[config.mk]
export PLATFORM = sky130hd
export DESIGN_NAME = rtcram_steer
export DESIGN_NICKNAME = d
export VERILOG_FILES = /design/src/rtl/rtcram_pkg.sv /design/src/rtl/rtcram_index_reg.sv /design/src/rtl/rtcram_ram_port.sv /design/src/rtl/rtcram_rtc_seq.sv /design/src/rtl/rtcram_steer.sv
export SDC_FILE = /design/constraint.sdc
export NUM_CORES = 1
export LEC_CHECK = 0
export BUFFER_PORTS_ARGS = -buffer_cell sky130_fd_sc_hd__buf_4
export CORE_MARGIN = 5
export CORE_UTILIZATION = 50
export DETAILED_ROUTE_END_ITERATION = 10
export PLACE_DENSITY = 0.76
export SYNTH_ARGS = -nofsm -noshare
export SYNTH_HDL_FRONTEND = slang
export SYNTH_HIERARCHICAL = 1
export SYNTH_SLANG_ARGS = --single-unit
[constraint.sdc]
create_clock -name clk -period 3.25 [get_ports clk]
set_input_delay 0.325 -clock clk [delete_from_list [all_inputs] [get_ports clk]]
set_output_delay 0.325 -clock clk [all_outputs]
set_load 0.02 [all_outputs]
[src/rtl/rtcram_pkg.sv]
package rtcram_pkg;
   typedef enum logic [1:0] {
      PH_IDLE,
      PH_ADDR,
      PH_DATA
   } rtc_phase_e;
endpackage

[src/rtl/rtcram_index_reg.sv]
module rtcram_index_reg #(
   parameter int W = 8
) (
   input  logic         clk,
   input  logic         rst_n,
   input  logic         load,
   input  logic [W-1:0] din,
   output logic [W-1:0] q
);
   always_ff @(posedge clk) begin
      if (!rst_n)    q <= '0;
      else if (load) q <= din;
   end

   a_r9_hold_when_idle: assert property (@(posedge clk) disable iff (!rst_n)
      !load |=> $stable(q));
endmodule

[src/rtl/rtcram_ram_port.sv]
module rtcram_ram_port #(
   parameter int AW   = 11,
   parameter int LOW  = 6,
   parameter int DW   = 8,
   localparam int HIW = AW - LOW
) (
   input  logic           clk,
   input  logic           rst_n,
   input  logic           start,
   input  logic           is_wr,
   input  logic [HIW-1:0] page,
   input  logic [LOW-1:0] offset,
   input  logic [DW-1:0]  wdata,
   output logic [AW-1:0]  ram_addr,
   output logic           ram_ce,
   output logic           ram_we,
   output logic [DW-1:0]  ram_wdata,
   output logic           rd_take
);
   logic [AW-1:0] addr_q;
   logic          ce_q, we_q;
   logic [DW-1:0] wd_q;

   always_ff @(posedge clk) begin
      if (!rst_n) begin
         addr_q <= '0;
         ce_q   <= 1'b0;
         we_q   <= 1'b0;
         wd_q   <= '0;
      end else if (start) begin
         addr_q <= {page, offset};
         ce_q   <= 1'b1;
         we_q   <= is_wr;
         wd_q   <= wdata;
      end else begin
         ce_q   <= 1'b0;
         we_q   <= 1'b0;
      end
   end

   assign ram_addr  = addr_q;
   assign ram_ce    = ce_q;
   assign ram_we    = we_q;
   assign ram_wdata = wd_q;
   assign rd_take   = ce_q & ~we_q;

   a_r4_single_cycle_ce: assert property (@(posedge clk) disable iff (!rst_n)
      ram_ce |=> !ram_ce);
   a_r4_we_inside_ce: assert property (@(posedge clk) disable iff (!rst_n)
      ram_we |-> ram_ce);
endmodule

[src/rtl/rtcram_rtc_seq.sv]
module rtcram_rtc_seq
   import rtcram_pkg::*;
#(
   parameter int AS_CYCLES = 1,
   parameter int DS_CYCLES = 2,
   parameter int RAW       = 6,
   parameter int DW        = 8,
   localparam int MAXC     = (AS_CYCLES > DS_CYCLES) ? AS_CYCLES : DS_CYCLES,
   localparam int CW       = $clog2(MAXC + 1)
) (
   input  logic           clk,
   input  logic           rst_n,
   input  logic           start,
   input  logic           is_wr,
   input  logic [RAW-1:0] reg_addr,
   input  logic [DW-1:0]  wdata,
   output logic           rtc_cs,
   output logic           rtc_as,
   output logic           rtc_ds,
   output logic           rtc_rw,
   output logic [DW-1:0]  rtc_ad_out,
   output logic           rtc_ad_oe,
   output logic           rd_take
);
   rtc_phase_e     ph_q;
   logic [CW-1:0]  cnt_q;
   logic           wr_q;
   logic [RAW-1:0] ra_q;
   logic [DW-1:0]  wd_q;

   always_ff @(posedge clk) begin
      if (!rst_n) begin
         ph_q  <= PH_IDLE;
         cnt_q <= '0;
         wr_q  <= 1'b0;
         ra_q  <= '0;
         wd_q  <= '0;
      end else begin
         unique case (ph_q)
            PH_IDLE: if (start) begin
               ph_q  <= PH_ADDR;
               cnt_q <= CW'(AS_CYCLES - 1);
               wr_q  <= is_wr;
               ra_q  <= reg_addr;
               wd_q  <= wdata;
            end
            PH_ADDR: if (cnt_q == '0) begin
               ph_q  <= PH_DATA;
               cnt_q <= CW'(DS_CYCLES - 1);
            end else begin
               cnt_q <= cnt_q - 1'b1;
            end
            PH_DATA: if (cnt_q == '0) ph_q <= PH_IDLE;
                     else             cnt_q <= cnt_q - 1'b1;
            default: ph_q <= PH_IDLE;
         endcase
      end
   end

   assign rtc_cs     = (ph_q != PH_IDLE);
   assign rtc_as     = (ph_q == PH_ADDR);
   assign rtc_ds     = (ph_q == PH_DATA);
   assign rtc_rw     = (ph_q == PH_IDLE) ? 1'b1 : ~wr_q;
   assign rtc_ad_oe  = rtc_as | (rtc_ds & wr_q);
   assign rtc_ad_out = rtc_as ? {{(DW-RAW){1'b0}}, ra_q} : wd_q;
   assign rd_take    = rtc_ds & ~wr_q & (cnt_q == '0);

   a_r7_strobes_exclusive: assert property (@(posedge clk) disable iff (!rst_n)
      !(rtc_as && rtc_ds));
   a_r6_strobe_needs_cs: assert property (@(posedge clk) disable iff (!rst_n)
      (rtc_as || rtc_ds) |-> rtc_cs);
   a_r6_addr_driven: assert property (@(posedge clk) disable iff (!rst_n)
      rtc_as |-> rtc_ad_oe);
   a_r7_dir_steady: assert property (@(posedge clk) disable iff (!rst_n)
      (rtc_ds && $past(rtc_ds)) |-> $stable(rtc_rw));
endmodule

[src/rtl/rtcram_steer.sv]
module rtcram_steer #(
   parameter int          DW        = 8,
   parameter int          AW_IO     = 16,
   parameter int          RAM_AW    = 11,
   parameter int          LOW_BITS  = 6,
   parameter int          PAGE_LSB  = 10,
   parameter int          SEL_BIT   = 6,
   parameter logic [7:0]  IDX_PORT  = 8'h70,
   parameter logic [7:0]  DATA_PORT = 8'h71,
   parameter int          AS_CYCLES = 1,
   parameter int          DS_CYCLES = 2
) (
   input  logic              clk,
   input  logic              rst_n,
   input  logic [AW_IO-1:0]  io_addr,
   input  logic              io_wr,
   input  logic              io_rd,
   input  logic [DW-1:0]     io_wdata,
   output logic [DW-1:0]     io_rdata,
   output logic              io_busy,
   output logic              rtc_cs,
   output logic              rtc_as,
   output logic              rtc_ds,
   output logic              rtc_rw,
   output logic [DW-1:0]     rtc_ad_out,
   output logic              rtc_ad_oe,
   input  logic [DW-1:0]     rtc_ad_in,
   output logic [RAM_AW-1:0] ram_addr,
   output logic              ram_ce,
   output logic              ram_we,
   output logic [DW-1:0]     ram_wdata,
   input  logic [DW-1:0]     ram_rdata
);
   localparam int HIW = RAM_AW - LOW_BITS;

   generate
      if (AS_CYCLES < 1 || DS_CYCLES < 1) begin : g_bad_phase
         $error("phase lengths must be at least one cycle");
      end
      if (PAGE_LSB + HIW > AW_IO) begin : g_bad_page
         $error("page bits exceed the I/O address width");
      end
      if (SEL_BIT < LOW_BITS || SEL_BIT >= DW) begin : g_bad_sel
         $error("select bit must lie above the offset field");
      end
      if (PAGE_LSB < 8) begin : g_bad_lsb
         $error("page bits must lie above the decoded address byte");
      end
   endgenerate

   logic [DW-1:0]  idx_q;
   logic [HIW-1:0] page;
   logic           hit_idx, hit_dat, req, idx_load;
   logic           go_ram, go_rtc;
   logic           ram_take, rtc_take;
   logic [DW-1:0]  rdata_q;
   logic           unused_bits;

   assign req      = io_wr | io_rd;
   assign hit_idx  = (io_addr[7:0] == IDX_PORT);
   assign hit_dat  = (io_addr[7:0] == DATA_PORT);
   assign idx_load = io_wr & hit_idx & ~io_busy;
   assign go_ram   = req & hit_dat & ~io_busy &  idx_q[SEL_BIT];
   assign go_rtc   = req & hit_dat & ~io_busy & ~idx_q[SEL_BIT];

   genvar gi;
   generate
      for (gi = 0; gi < HIW; gi++) begin : g_page
         assign page[gi] = io_addr[PAGE_LSB + gi];
      end
   endgenerate

   assign unused_bits = ^{io_addr, idx_q};

   rtcram_index_reg #(.W(DW)) u_idx (
      .clk (clk), .rst_n(rst_n), .load(idx_load), .din(io_wdata), .q(idx_q)
   );

   rtcram_ram_port #(.AW(RAM_AW), .LOW(LOW_BITS), .DW(DW)) u_ram (
      .clk      (clk),
      .rst_n    (rst_n),
      .start    (go_ram),
      .is_wr    (io_wr),
      .page     (page),
      .offset   (idx_q[LOW_BITS-1:0]),
      .wdata    (io_wdata),
      .ram_addr (ram_addr),
      .ram_ce   (ram_ce),
      .ram_we   (ram_we),
      .ram_wdata(ram_wdata),
      .rd_take  (ram_take)
   );

   rtcram_rtc_seq #(
      .AS_CYCLES(AS_CYCLES), .DS_CYCLES(DS_CYCLES), .RAW(LOW_BITS), .DW(DW)
   ) u_rtc (
      .clk       (clk),
      .rst_n     (rst_n),
      .start     (go_rtc),
      .is_wr     (io_wr),
      .reg_addr  (idx_q[LOW_BITS-1:0]),
      .wdata     (io_wdata),
      .rtc_cs    (rtc_cs),
      .rtc_as    (rtc_as),
      .rtc_ds    (rtc_ds),
      .rtc_rw    (rtc_rw),
      .rtc_ad_out(rtc_ad_out),
      .rtc_ad_oe (rtc_ad_oe),
      .rd_take   (rtc_take)
   );

   always_ff @(posedge clk) begin
      if (!rst_n)        rdata_q <= '0;
      else if (ram_take) rdata_q <= ram_rdata;
      else if (rtc_take) rdata_q <= rtc_ad_in;
   end

   assign io_rdata = rdata_q;
   assign io_busy  = ram_ce | rtc_cs;

   a_r10_targets_exclusive: assert property (@(posedge clk) disable iff (!rst_n)
      !(rtc_cs && ram_ce));
   a_r9_index_frozen_busy: assert property (@(posedge clk) disable iff (!rst_n)
      io_busy |=> $stable(idx_q));
   a_r5_rdata_held_unless_read: assert property (@(posedge clk) disable iff (!rst_n)
      (!ram_take && !rtc_take) |=> $stable(io_rdata));
endmodule

## After elaboration in Yosys (flattened, before gate mapping)

Index checks and enable logic that the tools add are counted.

| cells by class | value |
|---|---|
| muxes and demuxes | 13 |
| div/mod/pow operators | 0 |
| shift-type cells | 0 |
| add/sub/neg operators | 1 |
| reductions and logical operators | 9 |
| magnitude comparators | 0 |
| multipliers | 0 |
| equality and inequality tests | 8 |
| bitwise gates (word level) | 17 |

Operators with widths:

| operator | count |
|---|---|
| $mux W8 | 3 |
| $eq A8 B7 Y1 const B | 2 |
| $mux W2 | 6 |
| $pmux W2 S3 | 2 |
| $and A1 B1 Y1 | 10 |
| $ne A2 B2 Y1 const B | 4 |
| $reduce_and A3 Y1 | 2 |
| $logic_not A2 Y1 | 2 |
| $not A1 Y1 | 4 |
| $reduce_and A2 Y1 | 2 |
| $reduce_bool A2 Y1 | 2 |
| $or A1 B1 Y1 | 3 |
| $reduce_bool A3 Y1 | 1 |
| $eq A2 B1 Y1 const B | 1 |
| $eq A2 B2 Y1 const B | 1 |
| $mux W1 | 2 |
| $sub A2 B1 Y2 const B | 1 |

| word-level totals | value |
|---|---|
| memories kept | 0 |
| RAM bits | 0 |
| register bits after elaboration | 55 |
| bits in read-only memories | 0 |
| bits in latches | 0 |

## Depth between registers and ports, before layout

Gate-level depths: netlist (run 1).

| logic depth | value |
|---|---|
| word-level depth | 7 |
| mapped depth | 11 |
| depth with buffers taken out | 9 |

## By module

Netlist (run 1), hierarchy kept.

Modules (own cells, without submodules):

| module | times used | area an instance (µm²) | cells an instance | seq. area each (µm²) |
|---|---|---|---|---|
| rtcram_rtc_seq | 1 | 1046.0 | 120 | 380.4 |
| rtcram_ram_port | 1 | 778.2 | 66 | 420.4 |
| rtcram_steer | 1 | 399.1 | 45 | 160.2 |
| rtcram_index_reg | 1 | 301.5 | 25 | 160.2 |

## Worst setup path after synthesis (run 1)

No wires, ideal clock.

| timing | value |
|---|---|
| path type | register to register |
| start point | reg u_rtc.ph_q[0] |
| end point | reg u_ram.addr_q[10] (netlist: u_ram/ram_addr[10]) |
| arrival time | 2.523 ns |
| required time | 3.134 ns |
| clock period less this slack | 2.639 ns |
| setup slack | 0.611 ns |
| cell stages (with the launch flop) | 10 |
| path buffers | 1 |
| path through | dfxtp_1 inv_1 ha_1 inv_1 or2_1 or3_4 nor4_1 buf_6 mux2i_1 nor2b_1 |

| between the ends | value |
|---|---|
| longest elaborated chain between the ends | 5 |

Ends and longest elaborated chain:

| element | RTL line | text |
|---|---|---|
| start: declaration | rtcram_rtc_seq.sv:25 | `rtc_phase_e ph_q;` |
| start signal: assignment | rtcram_rtc_seq.sv:33 | `ph_q <= PH_IDLE;` |
| start signal: assignment | rtcram_rtc_seq.sv:41 | `ph_q <= PH_ADDR;` |
| start signal: assignment | rtcram_rtc_seq.sv:48 | `ph_q <= PH_DATA;` |
| $reduce_bool A2 Y1 | rtcram_rtc_seq.sv:60 | `assign rtc_cs = (ph_q != PH_IDLE);` |
| net rtc_cs | rtcram_steer.sv:21 | `output logic rtc_cs,` |
| $or A1 B1 Y1 | rtcram_steer.sv:119 | `assign io_busy = ram_ce \| rtc_cs;` |
| net io_busy | rtcram_steer.sv:20 | `output logic io_busy,` |
| $not A1 Y1 | rtcram_steer.sv:63 | `assign go_ram = req & hit_dat & ~io_busy & idx_q[SEL_BIT];` |
| $and A1 B1 Y1 (2 in series) | rtcram_steer.sv:63 |  |
| net go_ram | rtcram_steer.sv:54 | `logic go_ram, go_rtc;` |
| end signal: assignment | rtcram_ram_port.sv:31 | `addr_q <= {page, offset};` |
| end: declaration | rtcram_ram_port.sv:20 | `logic [AW-1:0] addr_q;` |

The timed path passes the listed nets, and every way through them passes these cells.
A chain may end at the register's enable or synchronous reset.

## Worst setup path after layout (run 1)

| timing | value |
|---|---|
| start point | reg u_rtc.ph_q[1] |
| end point | reg u_rtc.wd_q[6] |

| between the ends | value |
|---|---|
| longest elaborated chain between the ends | 6 |

Ends and longest elaborated chain:

| element | RTL line | text |
|---|---|---|
| $reduce_bool A2 Y1 | rtcram_rtc_seq.sv:60 |  |
| $or A1 B1 Y1 | rtcram_steer.sv:119 |  |
| $not A1 Y1 | rtcram_steer.sv:64 | `assign go_rtc = req & hit_dat & ~io_busy & ~idx_q[SEL_BIT];` |
| $and A1 B1 Y1 (2 in series) | rtcram_steer.sv:64 |  |
| net go_rtc | rtcram_steer.sv:54 |  |
| $reduce_and A2 Y1 (no source line) | -- |  |
| end signal: assignment | rtcram_rtc_seq.sv:45 | `wd_q <= wdata;` |
| end: declaration | rtcram_rtc_seq.sv:29 | `logic [DW-1:0] wd_q;` |

The timed path passes the listed nets, and every way through them passes these cells.

==> results.txt, run 1 <==
CP Max Fanout - 15
TritonCTS clock tree - done
Layout Utilization - 0.6763
Routability cong. - 0.7897
CP top delay family - simple AND/OR/NAND/NOR gates
Max-Slew Margin vs Limit - 0.4089
Vias in the first global route - 1976
Achievable frequency - 0.3479 GHz
WL/cell - 13.94 microns
Hold EP - u_rtc/wd_q[2]
Post-CTS Setup Inserts - 0
Hold Vio Cnt, Final - 0
Die width - 80.55 microns
Largest net degree at the start of global routing - 43
Max-cap viol count - 0
Max Transition Viols Final - 0
Clock Root Buffer - clkbuf_8
Routed Antenna Nets - 0
Power per cell area - 377.9 mW/mm^2
H-tree levels - 2
Avg Cell Area, Syn - 9.837 sq um
Final HPWL from detailed placement - 4.106 mm
Fin cells - 402
WL met1 - 2.437 mm
Clk sinks - 55
Clock transition at path regs - 100 ps
DRT Wirelength - 5.602 mm
Most frequent cells in the layout - 85 x buf_4, 55 x dfxtp_1, 38 x nand2_1, 35 x mux2i_1, 30 x nor2b_1
Final worst-path setup slack - 375.3 ps
First-pass DRT Iterations - 4
Leakage power - 1.279 nW
Slowest cell on crit path - nor4_1
Area delta synth->final - 30.07%
Reg-to-reg slack, setup - 380 ps
Synth Net Count - 305
Tightest Pin Transition - 883.4 ps
Tmin final - 2875 ps
GRT Total Usage - 0.1827
Layout cells sized above 1 - 0.3493
Post-cts sizing count - 0
DR top layer - met4
Commonest non-fill, non-tap cell in the layout - buf_4
IO Pins - 87
Met2 wire length - 2.709 mm
Max incr delay on CP - 520 ps
HP Start - io_wdata[2]
Buffer and inverter count on the worst path - 2
Reg2Reg Launch Point - u_rtc/ph_q[1]
Worst-skew pair later-pin latency - 310 ps
Worst setup SP type - flip-flop
Cts hold-fix bufs - 0
DR vias - 2003
Yosys warning count - 6
Number of antenna violations at the first check in global routing - 0
Initial core utilization - 0.5200
# setup viols final - 0
# port buffers - 83
Via density - 4.983
Die H - 80.55 microns
DR iter-0 viols - 51
Final Skew - 7.033 ps
Crit path required time - 3440 ps
RSZ-0062 raised after global routing - false
Cts bufs inserted - 5
Hold depth - 3
# rows - 25
Drt drc - 0
Deepest clock path buffer count - 2
Crit end category - flip-flop
Critical Path Stages - 9
Antenna fix cells - 0
Final #Nets - 386
Worst path cell trace - inv_1 -> ha_1 -> inv_1 -> or2_1 -> or3_4 -> nor4_1 -> nand2_1 -> nand2_1 -> a21oi_2
Synth Instances - 253
Final TNS setup - 0 ps
First-pass GRT wire length - 9.218 mm
Core Region - 0.004786 sq mm
Die Area - 0.006488 sq mm
Max VDD drop - 0.0002702 V
Reg2reg end - u_rtc/wd_q[6]
Final Cycle Share - 0.8845
Kind of critical path - reg -> reg
Worst path arrival time - 3060 ps
Worst Hold Class - in -> reg
GR Overflow Total - 0
Inst Count DP - 394
Status - completed
Mapped Area - 0.002489 sq mm
Worst reg2reg path depth - 9
Place WS - 397.4 ps
Metal3 WL - 428 microns
[through the flow]
stage               power, mW  hold slack [ps]  cell area (sq um)
global placement       0.8591            441.5               3147
floorplan              0.7841            431.8               2489
detailed placement     0.8628            444.3               3147
CTS                     1.239            253.0               3237
finish                  1.223            264.7               3237
global route            1.291            248.5               3237
[worst max-delay path by stage]
stage / from / to / slack, ps
5_1_grt: u_rtc/ph_q[0] / u_rtc/ra_q[1] / 30
3_3_place_gp: u_rtc/ph_q[0] / u_rtc/wd_q[2] / 470
6_report: u_rtc/ph_q[1] / u_rtc/wd_q[6] / 380
2_1_floorplan: u_rtc/ph_q[0] / u_ram/ram_addr[10] / 610
3_5_place_dp: u_rtc/ph_q[0] / u_rtc/wd_q[2] / 400
4_1_cts: u_rtc/ph_q[0] / u_rtc/wd_q[2] / 380
[final cells by class]
| cell class | count | area, sq um |
|---|---|---|
| repair buffers | 86 | 658.1 |
| clock inverters | 2 | 17.52 |
| multi-input cells | 178 | 1274 |
| inverters | 8 | 30.03 |
| fillers | 415 | 1549 |
| well taps | 67 | 83.83 |
| flip-flops and latches | 55 | 1101 |
| clock buffers | 6 | 72.57 |
[per-layer routing]
metal  global-route usage  up-vias
li1                     -     1018
met4              0.04561        0
met1               0.2121      925
met5                    0        -
met2               0.3171       56
met3              0.06614        4
[flip-flops by register name, summed over array words and instances, names as in the netlist]
| signal | count |
|---|---|
| u_rtc/ph_q | 2 |
| u_ram/ram_ce | 1 |
| u_idx/q | 7 |
| u_rtc/ra_q | 6 |
| io_rdata | 8 |
| u_ram/ram_wdata | 8 |
| u_ram/ram_addr | 11 |
| u_rtc/cnt_q | 2 |
| u_ram/ram_we | 1 |
| u_rtc/wr_q | 1 |
| u_rtc/wd_q | 8 |
[report_power, final]
group / switching [mW] / leakage (nW) / internal [mW]
Sequential: 0.00372 / 0.443 / 0.678
Combinational: 0.0859 / 0.791 / 0.0786
Clock: 0.222 / 0.0454 / 0.155
[tightest hold or removal path: cells and delay by family]
kind	cells	cell delay, ps
buffers and inverters	1	120
AND/OR/NAND/NOR	1	50
AO/OA/AOI/OAI	1	40
(Power assumes the default switching activity.)
==> run 2: changes to the inputs <==
Settings changed: CAP_MARGIN from default to 20.
Clock period 3.25 ns to 3.61 ns, I/O delays scaled along.
==> run 2 against run 1 <==
Total power is 7.9% lower. Utilization is 0.052 points lower. Clock power is 3% lower. Setup slack better by 330 ps. Critical path depth stayed put. Highest routed layer unchanged. Cell count stayed put.
==> results.txt, run 2 (synthesized netlist as in run 1, its figures left out) <==
TritonCTS clock tree - done (unchanged)
Reg2Reg Launch Point - u_rtc/ph_q[0] (was u_rtc/ph_q[1])
Reg-to-reg slack, setup - 710 ps (was 380 ps)
Area delta synth->final - 29.96% (was 30.07%)
Largest register FFs - 11 (unchanged)
Power per cell area - 348.2 mW/mm^2 (was 377.9 mW/mm^2)
Clock Root Buffer - clkbuf_8 (unchanged)
Core Region - 0.004786 sq mm (unchanged)
Final TNS setup - 0 ps (unchanged)
Clock transition at path regs - 90 ps (was 100 ps)
Via density - 4.861 (was 4.983)
CP Max Fanout - 15 (unchanged)
Max-Slew Margin vs Limit - 0.3938 (was 0.4089)
# rows - 25 (unchanged)
Routed Antenna Nets - 0 (unchanged)
Tmin final - 2904 ps (was 2875 ps)
Max incr delay on CP - 600 ps (was 520 ps)
RSZ-0062 raised after global routing - false (unchanged)
Max Transition Viols Final - 0 (unchanged)
Routability cong. - 0.7784 (was 0.7897)
Final #Nets - 386 (unchanged)
HP Start - io_addr[14] (was io_wdata[2])
Cts hold-fix bufs - 0 (unchanged)
Hold Vio Cnt, Final - 0 (unchanged)
Worst setup SP type - flip-flop (unchanged)
Vias in the first global route - 1935 (was 1976)
Largest net degree at the start of global routing - 43 (unchanged)
Antenna fix cells - 0 (unchanged)
Number of antenna violations at the first check in global routing - 0 (unchanged)
Max VDD drop - 0.0002383 V (was 0.0002702 V)
Layout cells sized above 1 - 0.3493 (unchanged)
Leakage power - 1.282 nW (was 1.279 nW)
Post-CTS Setup Inserts - 0 (unchanged)
Worst path arrival time - 3140 ps (was 3060 ps)
GRT Total Usage - 0.1838 (was 0.1827)
Final HPWL from detailed placement - 4.107 mm (was 4.106 mm)
WL/cell - 13.95 microns (was 13.94 microns)
Tightest Pin Transition - 906.0 ps (was 883.4 ps)
Crit path required time - 3850 ps (was 3440 ps)
Worst path cell trace - inv_1 -> ha_1 -> inv_1 -> or2_1 -> or3_4 -> nor4_1 -> and2_1 -> nand2_1 -> a21oi_2 (was inv_1 -> ha_1 -> inv_1 -> or2_1 -> or3_4 -> nor4_1 -> nand2_1 -> nand2_1 -> a21oi_2)
DP Area - 0.003134 sq mm (was 0.003147 sq mm)
Achievable frequency - 0.3444 GHz (was 0.3479 GHz)
Worst path most repeated cell - inv_1
Die Area - 0.006488 sq mm (unchanged)
Final Skew - 8.135 ps (was 7.033 ps)
Die width - 80.55 microns (unchanged)
GR Overflow Total - 0 (unchanged)
First-pass DRT Iterations - 4 (unchanged)
Commonest non-fill, non-tap cell in the layout - buf_4 (unchanged)
H-tree levels - 2 (unchanged)
Most frequent cells in the layout - 86 x buf_4, 55 x dfxtp_1, 38 x nand2_1, 35 x mux2i_1, 30 x nor2b_1 (was 85 x buf_4, 55 x dfxtp_1, 38 x nand2_1, 35 x mux2i_1, 30 x nor2b_1)
Cts bufs inserted - 5 (unchanged)
# port buffers - 83 (unchanged)
Drt drc - 0 (unchanged)
Final Cycle Share - 0.8044 (was 0.8845)
Worst-skew pair later-pin latency - 310 ps (about the same)
Worst reg2reg path depth - 9 (unchanged)
Max-cap viol count - 0 (unchanged)
Hold depth - 3 (unchanged)
Reg2reg end - u_rtc/ra_q[2] (was u_rtc/wd_q[6])
Deepest clock path buffer count - 2 (unchanged)
Slowest cell on crit path - and2_1 (was nor4_1)
DR iter-0 viols - 80 (was 51)
CP top delay family - simple AND/OR/NAND/NOR gates (unchanged)
Status - completed (unchanged)
Die H - 80.55 microns (unchanged)
DR vias - 1954 (was 2003)
Clk sinks - 55 (unchanged)
Worst Hold Class - in -> reg (unchanged)
Crit end category - flip-flop (unchanged)
DRT Wirelength - 5.609 mm (was 5.602 mm)
Hold EP - u_ram/ram_addr[10] (was u_rtc/wd_q[2])
Fillers - 423 (was 415)
Initial core utilization - 0.5200 (unchanged)
Kind of critical path - reg -> reg (unchanged)
# setup viols final - 0 (unchanged)
Post-cts sizing count - 0 (unchanged)
Post-route cell area - 0.003234 sq mm (was 0.003237 sq mm)
Buffer and inverter count on the worst path - 2 (unchanged)
First-pass GRT wire length - 9.273 mm (was 9.218 mm)
IO Pins - 87 (unchanged)
==> run 2: worst min-delay path, stage by stage <==
cell and delay (ps):
buf_4 70, mux2i_1 50, nor2b_1 90
==> run 2: layout make-up <==
type / instances / area, sq um / share of cell area
Tap cell: 67 / 83.83 / 0.02592
Timing Repair Buffer: 86 / 645.6 / 0.1996
Clock buffer: 8 / 100.1 / 0.03095
Multi-Input combinational cell: 178 / 1274 / 0.3938
Sequential cell: 55 / 1101 / 0.3404
Inverter: 8 / 30.03 / 0.009284
==> run 2: worst max-delay path by stage <==
stage | from | to | slack, ps | cells after the start
CTS | u_rtc/ph_q[0] | u_rtc/wd_q[1] | 680 | 9
detailed placement | u_rtc/ph_q[0] | u_rtc/wd_q[1] | 690 | 9
global placement | u_rtc/ph_q[0] | u_rtc/ra_q[0] | 780 | 9
global route | u_rtc/ph_q[0] | u_rtc/wr_q | 330 | 9
floorplan | u_rtc/ph_q[0] | u_ram/ram_addr[10] | 970 | 9
finish | u_rtc/ph_q[0] | u_rtc/ra_q[2] | 710 | 9
==> run 2: metal layers <==
metal	part of all wire	track usage
met5	0	0
met4	0.016	0.06419
met3	0.077	0.06614
met2	0.48	0.3088
met1	0.43	0.2149
==> run 2: power breakdown <==
part | internal [mW] | switching (mW) | total, mW
clock | 0.175 | 0.190 | 0.366
sequential | 0.610 | 0.00351 | 0.614
combinational | 0.0706 | 0.0761 | 0.147
total | 0.856 | 0.270 | 1.13
==> run 2: through the flow <==
step | util | instances | setup slack (ps) | power [mW] | hold slack [ps]
6_report | 0.6758 | 402 | 706.0 | 1.126 | 306.3
5_1_grt | 0.6758 | 402 | 331.9 | 1.186 | 299.8
4_1_cts | 0.6758 | 402 | 677.6 | 1.144 | 297.3
3_5_place_dp | 0.6549 | 394 | 688.9 | 0.7760 | 443.1
3_3_place_gp | 0.6549 | 394 | 777.1 | 0.7738 | 439.4
2_1_floorplan | - | 253 | 970.8 | 0.7059 | 431.8
==> run 3: changes to the inputs <==
Clock period 3.61 ns to 2.7 ns, I/O delays scaled along.
==> run 3 against run 2 <==
Register-to-register slack got worse by 500 ps. Hold slack got worse by 86 ps. Count of clock-buffer cells in the layout decreased by 2. Global-route usage decreased by 0.30 points. Routed wire length increased by 0.14%. Sequential share of layout area decreased by 0.78 points. Combinational power increased by 36%. Largest cell class unchanged. Largest power group unchanged.
==> results.txt, run 3 (synthesized netlist as in run 1, its figures left out) <==
Slowest cell on crit path - or3_4 (was and2_1)
Worst reg2reg path depth - 10 (was 9)
Die Area - 0.006488 sq mm (unchanged)
Final #Nets - 389 (was 386)
Max incr delay on CP - 360 ps (was 600 ps)
Post-CTS Setup Inserts - 0 (unchanged)
Die width - 80.55 microns (unchanged)
Tmin final - 2494 ps (was 2904 ps)
Vias in the first global route - 1996 (was 1935)
Leakage power - 1.313 nW (was 1.282 nW)
Area delta synth->final - 33.03% (was 29.96%)
Die H - 80.55 microns (unchanged)
Achievable frequency - 0.4009 GHz (was 0.3444 GHz)
Largest register FFs - 11 (unchanged)
Final Skew - 4.691 ps (was 8.135 ps)
Power per cell area - 476.0 mW/mm^2 (was 348.2 mW/mm^2)
Commonest non-fill, non-tap cell in the layout - buf_4 (unchanged)
CP Max Fanout - 5 (was 15)
Core Region - 0.004786 sq mm (unchanged)
Fin cells - 405 (was 402)
Crit path required time - 2880 ps (was 3850 ps)
Clk sinks - 55 (unchanged)
DR iter-0 viols - 88 (was 80)
Cts bufs inserted - 5 (unchanged)
WL/cell - 13.87 microns (was 13.95 microns)
Crit end category - flip-flop (unchanged)
Most frequent cells in the layout - 87 x buf_4, 55 x dfxtp_1, 37 x nand2_1, 35 x mux2i_1, 30 x nor2b_1 (was 86 x buf_4, 55 x dfxtp_1, 38 x nand2_1, 35 x mux2i_1, 30 x nor2b_1)
Layout Utilization - 0.6918 (was 0.6758)
Worst path most repeated cell - inv_1 (unchanged)
# rows - 25 (unchanged)
Drt drc - 0 (unchanged)
Inst Count DP - 397 (was 394)
Routability cong. - 0.7975 (was 0.7784)
# setup viols final - 0 (unchanged)
Max VDD drop - 0.0004255 V (was 0.0002383 V)
First-pass GRT wire length - 9.163 mm (was 9.273 mm)
Kind of critical path - reg -> reg (unchanged)
Worst Hold Class - in -> reg (unchanged)
GRT Total Usage - 0.1809 (was 0.1838)
Layout cells sized above 1 - 0.3669 (was 0.3493)
Final HPWL from detailed placement - 4.064 mm (was 4.107 mm)
Worst path cell trace - inv_1 -> ha_2 -> inv_1 -> or2_1 -> or3_4 -> nor4_2 -> buf_4 -> and2b_4 -> o211ai_1 -> o41ai_2 (was inv_1 -> ha_1 -> inv_1 -> or2_1 -> or3_4 -> nor4_1 -> and2_1 -> nand2_1 -> a21oi_2)
DR vias - 1987 (was 1954)
Hold depth - 3 (unchanged)
Max-cap viol count - 0 (unchanged)
Tightest hold margin - 220.2 ps (was 306.3 ps)
DRT Wirelength - 5.617 mm (was 5.609 mm)
Final Cycle Share - 0.9237 (was 0.8044)
Max-Slew Margin vs Limit - 0.5741 (was 0.3938)
Antenna fix cells - 0 (unchanged)
Hold Vio Cnt, Final - 0 (unchanged)
Largest net degree at the start of global routing - 43 (unchanged)
Worst setup SP type - flip-flop (unchanged)
Tightest Pin Transition - 638.9 ps (was 906.0 ps)
Worst path arrival time - 2680 ps (was 3140 ps)
First-pass DRT Iterations - 4 (unchanged)
Clock transition at path regs - 90 ps (about the same)
Final TNS setup - 0 ps (unchanged)
H-tree levels - 2 (unchanged)
Initial core utilization - 0.5200 (unchanged)
Clock Root Buffer - clkbuf_8 (unchanged)
RSZ-0062 raised after global routing - false (unchanged)
Status - completed (unchanged)
Deepest clock path buffer count - 2 (unchanged)
Total Power - 1.576 mW (was 1.126 mW)
Number of antenna violations at the first check in global routing - 0 (unchanged)
Via density - 4.906 (was 4.861)
Max Transition Viols Final - 0 (unchanged)
GR Overflow Total - 0 (unchanged)
IO Pins - 87 (unchanged)
# port buffers - 83 (unchanged)
Routed Antenna Nets - 0 (unchanged)
Worst-skew pair later-pin latency - 300 ps (was 310 ps)
TritonCTS clock tree - done (unchanged)
==> run 3: cell types whose count changed in the layout (fill, tap and decap cells not counted), sizes merged <==
cell and delta:
buf +3, clkbuf -2, bufinv +1, clkinv +1
==> run 3: path summary, 6_finish.rpt <==
| check | endpoint | slack, ps | from |
|---|---|---|---|
| min | u_ram/ram_addr[10] | 220 | io_addr[14] |
| max | u_rtc/cnt_q[0] | 210 | u_rtc/ph_q[0] |
| max reg2reg | u_rtc/cnt_q[0] | 210 | u_rtc/ph_q[0] |
| min reg2reg | u_rtc/wd_q[7] | 460 | u_rtc/wd_q[7] |
==> run 3: repair_timing <==
action / CTS / global route
resized for setup: 0 / 3
hold buffers: 0 / 0
setup endpoints to repair: 0 / 19
==> run 3: area by class of cell <==
type	instances	area (sq um)
multi-input combinational	178	1285
clock inverter	2	35.03
fill	416	1475
sequential	55	1101
timing repair buffer	89	693.2
clock buffer	6	82.58
tap	67	83.83
inverter	8	30.03
==> run 3: critical path: cells and delay by family, from the launching register on <==
family | cells | cell delay [ps]
flops | 1 | 350
simple gates | 4 | 1090
buf+inv | 3 | 380
fa+ha+maj | 1 | 240
compound gates | 2 | 310
==> run 3: routing by layer <==
layer	vias to the layer above	routed length [microns]	global-route usage
met4	0	72	0.04899
met1	908	2334	0.1993
li1	1017	-	-
met2	54	2731	0.3187
met5	-	0	0
met3	8	479	0.07399
==> run 3: through the flow <==
step                      setup slack, ps  cell area (sq um)
after CTS                         0.02909               3299
final                               205.9               3311
after floorplan                     60.85               2489
after global placement              48.91               3182
after global routing                27.72               3311
after detailed placement            29.68               3182
==> run 3: report_power, final <==
| group | leakage [nW] | total [mW] | internal, mW | switching (mW) |
|---|---|---|---|---|
| logic | 0.809 | 0.200 | 0.0967 | 0.104 |
| clock network | 0.0612 | 0.555 | 0.300 | 0.255 |
| registers | 0.443 | 0.820 | 0.816 | 0.00460 |
| total | 1.31 | 1.58 | 1.21 | 0.363 |
